File: src/rtl/pwm16_timer.sv
module pwm16_timer (
  input  logic       clk,
  input  logic       rst_n,
  input  logic       wr_en,
  input  logic [2:0] wr_addr,
  input  logic [7:0] wr_data,
  output logic       pwm_out,
  output logic       period_irq
);
  localparam int CW = 16;
  localparam int PW = 6;

  logic          run, pwm_en, pol, pin_en, ext_mode, cap_mode;
  logic [2:0]    clk_sel;
  logic [CW-1:0] per_stage, duty_stage, per_cur, duty_cur, cnt;
  logic [PW-1:0] pre;
  logic          irq_q;

  logic [PW:0]   div_full;
  logic [PW-1:0] div_last;
  logic          counting, tick, wrap, clr_req, irq_clr, below, gate;

  assign div_full = (PW+1)'(1) << clk_sel;
  assign div_last = PW'(div_full - 1'b1);
  assign counting = run && (clk_sel != 3'd7);
  assign tick     = counting && (pre == div_last);
  assign wrap     = tick && ({1'b0, cnt} + 17'd1 >= {1'b0, per_cur});
  assign clr_req  = wr_en && (wr_addr == 3'd0) && wr_data[1];
  assign irq_clr  = wr_en && (wr_addr == 3'd6) && wr_data[0];
  assign below    = cnt < duty_cur;
  assign gate     = pin_en && pwm_en && !ext_mode && !cap_mode;

  assign pwm_out    = gate && (pol ? below : !below);
  assign period_irq = irq_q;

  always_ff @(posedge clk or negedge rst_n) begin
    if (!rst_n) begin
      run        <= 1'b0;
      clk_sel    <= 3'd0;
      pwm_en     <= 1'b0;
      pol        <= 1'b0;
      pin_en     <= 1'b0;
      ext_mode   <= 1'b0;
      cap_mode   <= 1'b0;
      per_stage  <= '0;
      duty_stage <= '0;
    end else if (wr_en) begin
      case (wr_addr)
        3'd0: begin
          run     <= wr_data[0];
          clk_sel <= wr_data[4:2];
          pwm_en  <= wr_data[5];
          pol     <= wr_data[6];
        end
        3'd1: begin
          pin_en   <= wr_data[0];
          ext_mode <= wr_data[1];
          cap_mode <= wr_data[2];
        end
        3'd2: per_stage[7:0]   <= wr_data;
        3'd3: per_stage[15:8]  <= wr_data;
        3'd4: duty_stage[7:0]  <= wr_data;
        3'd5: duty_stage[15:8] <= wr_data;
        default: ;
      endcase
    end
  end

  always_ff @(posedge clk or negedge rst_n) begin
    if (!rst_n) begin
      per_cur  <= '0;
      duty_cur <= '0;
    end else if (wrap || !run || clr_req) begin
      per_cur  <= per_stage;
      duty_cur <= duty_stage;
    end
  end

  always_ff @(posedge clk or negedge rst_n) begin
    if (!rst_n) begin
      pre <= '0;
      cnt <= '0;
    end else if (clr_req) begin
      pre <= '0;
      cnt <= '0;
    end else if (counting) begin
      if (tick) begin
        pre <= '0;
        cnt <= wrap ? '0 : cnt + 1'b1;
      end else begin
        pre <= pre + 1'b1;
      end
    end
  end

  always_ff @(posedge clk or negedge rst_n) begin
    if (!rst_n)       irq_q <= 1'b0;
    else if (wrap)    irq_q <= 1'b1;
    else if (irq_clr) irq_q <= 1'b0;
  end
endmodule

File: config.mk
export PLATFORM = sky130hd
export DESIGN_NAME = pwm16_timer
export DESIGN_NICKNAME = d
export VERILOG_FILES = /design/src/rtl/pwm16_timer.sv
export SDC_FILE = /design/constraint.sdc
export NUM_CORES = 1
export LEC_CHECK = 0
export CAP_MARGIN = 10
export CELL_PAD_IN_SITES_DETAIL_PLACEMENT = 0
export CELL_PAD_IN_SITES_GLOBAL_PLACEMENT = 2
export CORE_MARGIN = 10
export CORE_UTILIZATION = 42
export CTS_BUF_LIST = sky130_fd_sc_hd__clkbuf_16
export CTS_CLUSTER_DIAMETER = 60
export DETAILED_ROUTE_END_ITERATION = 8
export PLACE_DENSITY = 0.78
export SLEW_MARGIN = 20
export SYNTH_ARGS = -nofsm -noshare
export SYNTH_HDL_FRONTEND = slang
export SYNTH_SLANG_ARGS = --single-unit
File: constraint.sdc
create_clock -name clk -period 5.1 [get_ports clk]
set_input_delay 0.51 -clock clk [delete_from_list [all_inputs] [get_ports clk]]
set_output_delay 0.51 -clock clk [all_outputs]
set_load 0.005 [all_outputs]
==> impl_metrics.ini <==
[outcome]
run_status = finished, final reports clean

[die]
fp.dieArea_um2 = 17400
num_rows = 40
io-pin-count = 16
initial_core_util_pct = 43.3
width_of_the_chip_um = 132
core-area_um2 = 12200
die_height_um = 132

[yosys]
yosys_warnings = 0
mapped_cell_area_um2 = 5260
synth-compound-area-share_pct = 8.49
synthesis.nets = 504
post_synth_mux_area_share_pct = 17.9
synthSimpleGateAreaFrac_pct = 11.8
yosys-top-cells-count = sky130_fd_sc_hd__dfrtp_1 (96), sky130_fd_sc_hd__mux2_2 (41), sky130_fd_sc_hd__inv_1 (36)
synth_enable_flop_cells = 0
yosys.area_share.xor_xnor_pct = 3.66
most_used_standard_cell_by_instance_count_after_synthesis = sky130_fd_sc_hd__dfrtp_1
synth_seq_area_share_pct = 45.6
synth_top_family_by_area = multiplexers
dominant_synthesized_flop_cell = sky130_fd_sc_hd__dfrtp_1
synth_area_leader_cell = sky130_fd_sc_hd__dfrtp_1
yosys.area_share.adder_pct = 8.08
yosysUniqueCellTypes = 48
ys_seq_elements = 96
synthesized_area_per_cell_um2 = 11.5
synth-async-reset-ratio_pct = 100
yosys.area.top_type_share_pct = 45.6
yosys-top-cells-area = sky130_fd_sc_hd__dfrtp_1 (46%), sky130_fd_sc_hd__mux2_2 (8.8%), sky130_fd_sc_hd__mux2_4 (8.6%)
syn_inst = 456

[min_path]
min_path_type = in2async

[routing]
dr_pass1_iterations = 4
wl_per_cell_um = 17.3
drc_errors = 0
detail_route.wirelength_um = 11100
drtAntennaViolNets = 0
drt_first_iter_violations = 146
vias = 3382
drt-vias-per-instance = 5.26

[worst_setup_path]
critPathMaxFanout = 32
path_cells = and3_1 -> nand3_1 -> or3_1 -> nor2_1 -> xor2_1 -> ha_1 -> o21a_1 -> o21ai_0 -> or4_1 -> o221ai_1 -> a211oi_4 -> buf_4 -> mux2_2
crit_buf_inv = 1
r2r_cells = 13
critical_path.endpoint_type = flip-flop
rr_endpoint = per_cur[11]$_DFFE_PN0P_
critPathKind = reg2reg
reg2reg_from = cnt[2]$_DFFE_PN0P_
timing.reg2reg.setup_slack_ns = 0.65
slowest_delay_ns = 0.52
timing.critical_path.arrival_ns = 4.69
largest_delay_share_family_worst_path = simple AND/OR/NAND/NOR gates
cp_data_required_time_ns = 5.33
setup.worst_path.start_class = flip-flop
critical_path.slowest_cell = sky130_fd_sc_hd__buf_4

[clock_network]
clk_transition_reported_paths_ns = 0.07
numCtsBuffers = 9
holdBufCountCts = 0
clk_root_buffer_cell = sky130_fd_sc_hd__clkbuf_16
h-tree-depth = 3
worst_skew_pair.late_latency_ns = 0.35
clock_tree_from_tritoncts = done
clk_path_buf_depth = 2
post_cts_resized = 0
numClockSinks = 96
cts.repair_timing.setup_buffer_count = 0

[timing]
min_period_over_period_pct = 87.3
fin_tns_setup_ns = 0
rsz0062_at_grt = no
final_period_minus_worst_setup_slack_ns = 4.45
final.setup_skew_ns = 0.00710
finalMaxSlewViolations = 0
max_freq_mhz = 225
setup-violations-final = 0
timing.max_slew.rel_slack_pct = 50.1
hold_viol = 0
worst_slew_pin_slew_ns = 0.748
final.hold.worst_slack_ns = 0.225

[pwr]
netSwitchingPower_uw = 854
power.share.clock_pct = 25.8
switching_share_pct = 32.4
p_leak_uw = 0.00272
internal_power_uw = 1780
power_frac_seq_pct = 43.8
combPwrFrac_pct = 30.4
peakVddDrop_v = 0.000225
power-per-cell-area_nw_per_um2 = 451

[grt]
globalRouteOverflowTotal = 0
first_global_vias = 3404
global_route_usage_sum_pct = 13.3
initial_antenna_violation_count = 0
maximum_number_of_pins_on_one_net_before_global_route_repair = 56
grt_first_pass_wirelength_um = 18500

[placed_design]
port-buffer-count = 15
detailed_place_hpwl_um = 8140
gp_congestion = 0.779

[final_layout]
filler_cell_count = 1126
antenna_cells_inserted = 0
design.final.nets = 518
area.growth.synth_to_final_pct = 11.2
post_route_cells_drive_above_1_share_pct = 21.1

[flow_run]
maxCapViolCount = 0
-- cell type report --
| cell class | instances | area [um2] | share of cell area [%] |
|---|---|---|---|
| clock buffer | 9 | 225 | 3.85 |
| clock inverter | 7 | 70.1 | 1.20 |
| inverter | 36 | 135 | 2.31 |
| multi-input combinational | 308 | 2630 | 45.0 |
| sequential | 96 | 2400 | 41.1 |
| tap | 168 | 210 | 3.59 |
| timing repair buffer | 19 | 178 | 3.04 |
-- sequential cells by signal, indices dropped and copies added (netlist names), 3 cells and up --
name and count:
clk_sel 3, cnt 16, duty_cur 16, duty_stage 16, per_cur 16, per_stage 16
pre 6
-- through the flow --
stage               instances  instance area [um2]  total power (uW)  worst slack (ns)  utilization, %
floorplan                 456                 5260              1770              1.46               -
detailed placement        627                 5560              1980             0.665            45.7
CTS                       643                 5850              2670             0.622            48.1
global placement          627                 5550              1950             0.714            45.6
global route              643                 5850              2830             0.240            48.1
finish                    643                 5850              2640             0.649            48.1
-- power by group through the flow --
stage	clock, uW	sequential (uW)	combinational (uW)
global route	726	1190	914
floorplan	0	1100	668
CTS	697	1160	814
detailed placement	0	1170	811
finish	681	1160	801
global placement	0	1160	791
-- routing by layer --
metal | wire [um] | global-route usage, % | vias up | share of wire [%]
li1 | - | - | 1665 | -
met1 | 5640 | 18.2 | 1671 | 51
met2 | 5030 | 20.0 | 32 | 45
met3 | 253 | 2.78 | 14 | 2.3
met4 | 209 | 5.44 | 0 | 1.9
met5 | 0 | 0 | - | 0
-- worst register-to-register path, delay by kind of cell, from the launching register on --
kind	cells	cell delay (ns)
AO/OA/AOI/OAI	4	1.10
multiplexers	1	0.41
adder cells (fa/ha/maj)	1	0.25
buffers and inverters	1	0.52
flip-flops	1	0.49
AND/OR/NAND/NOR	5	1.36
XOR/XNOR	1	0.20
-- placed cells by master (no fill, tap or decap), types with 2 or more instances in the layout --
cell	netlist	routed
sky130_fd_sc_hd__dfrtp_1	96	96
sky130_fd_sc_hd__mux2_2	41	41
sky130_fd_sc_hd__inv_1	36	36
sky130_fd_sc_hd__ha_1	34	34
sky130_fd_sc_hd__mux2_4	30	30
sky130_fd_sc_hd__nand2_1	23	23
sky130_fd_sc_hd__a21oi_1	22	22
sky130_fd_sc_hd__nand3_1	16	16
sky130_fd_sc_hd__o21ai_0	16	16
sky130_fd_sc_hd__xnor2_1	15	15
sky130_fd_sc_hd__nor2_1	14	14
sky130_fd_sc_hd__clkdlybuf4s50_1	0	14
sky130_fd_sc_hd__nand4_1	9	9
sky130_fd_sc_hd__or3_1	9	9
sky130_fd_sc_hd__clkbuf_16	0	9
sky130_fd_sc_hd__xor2_1	7	7
sky130_fd_sc_hd__a21o_1	7	7
sky130_fd_sc_hd__a31oi_1	6	6
sky130_fd_sc_hd__and3_1	5	5
sky130_fd_sc_hd__a211oi_1	5	5
sky130_fd_sc_hd__or4_1	5	5
sky130_fd_sc_hd__buf_4	0	5
sky130_fd_sc_hd__nor2b_1	4	4
sky130_fd_sc_hd__nor3_1	4	3
sky130_fd_sc_hd__nand2b_1	3	3
sky130_fd_sc_hd__mux2i_1	3	3
sky130_fd_sc_hd__and4_1	2	2
sky130_fd_sc_hd__or2_2	2	2
sky130_fd_sc_hd__o31a_1	2	2
sky130_fd_sc_hd__o221ai_1	2	2
sky130_fd_sc_hd__nor4_1	2	2
sky130_fd_sc_hd__and2_1	2	2
sky130_fd_sc_hd__o221a_2	2	2
sky130_fd_sc_hd__nand4b_1	2	2
sky130_fd_sc_hd__clkinv_1	0	2
-- cells by family after synthesis --
kind of cell,Yosys count
AO/OA/AOI/OAI,69
XOR/XNOR,22
buffers and inverters,52
flip-flops,96
multiplexers,74
adder cells (fa/ha/maj),34
AND/OR/NAND/NOR,109
-- worst max path at each step --
stage / from / endpoint / slack [ns] / cells past startpoint
finish: cnt[2]$_DFFE_PN0P_ / per_cur[11]$_DFFE_PN0P_ / 0.65 / 13
global route: cnt[2]$_DFFE_PN0P_ / per_cur[12]$_DFFE_PN0P_ / 0.24 / 13
CTS: cnt[2]$_DFFE_PN0P_ / per_cur[11]$_DFFE_PN0P_ / 0.62 / 13
detailed placement: cnt[2]$_DFFE_PN0P_ / per_cur[12]$_DFFE_PN0P_ / 0.67 / 13
global placement: cnt[2]$_DFFE_PN0P_ / per_cur[12]$_DFFE_PN0P_ / 0.71 / 13
floorplan: cnt[2]$_DFFE_PN0P_ / duty_cur[0]$_DFFE_PN0P_ / 1.46 / 14
Note: power is estimated with default switching activity, not from simulation.
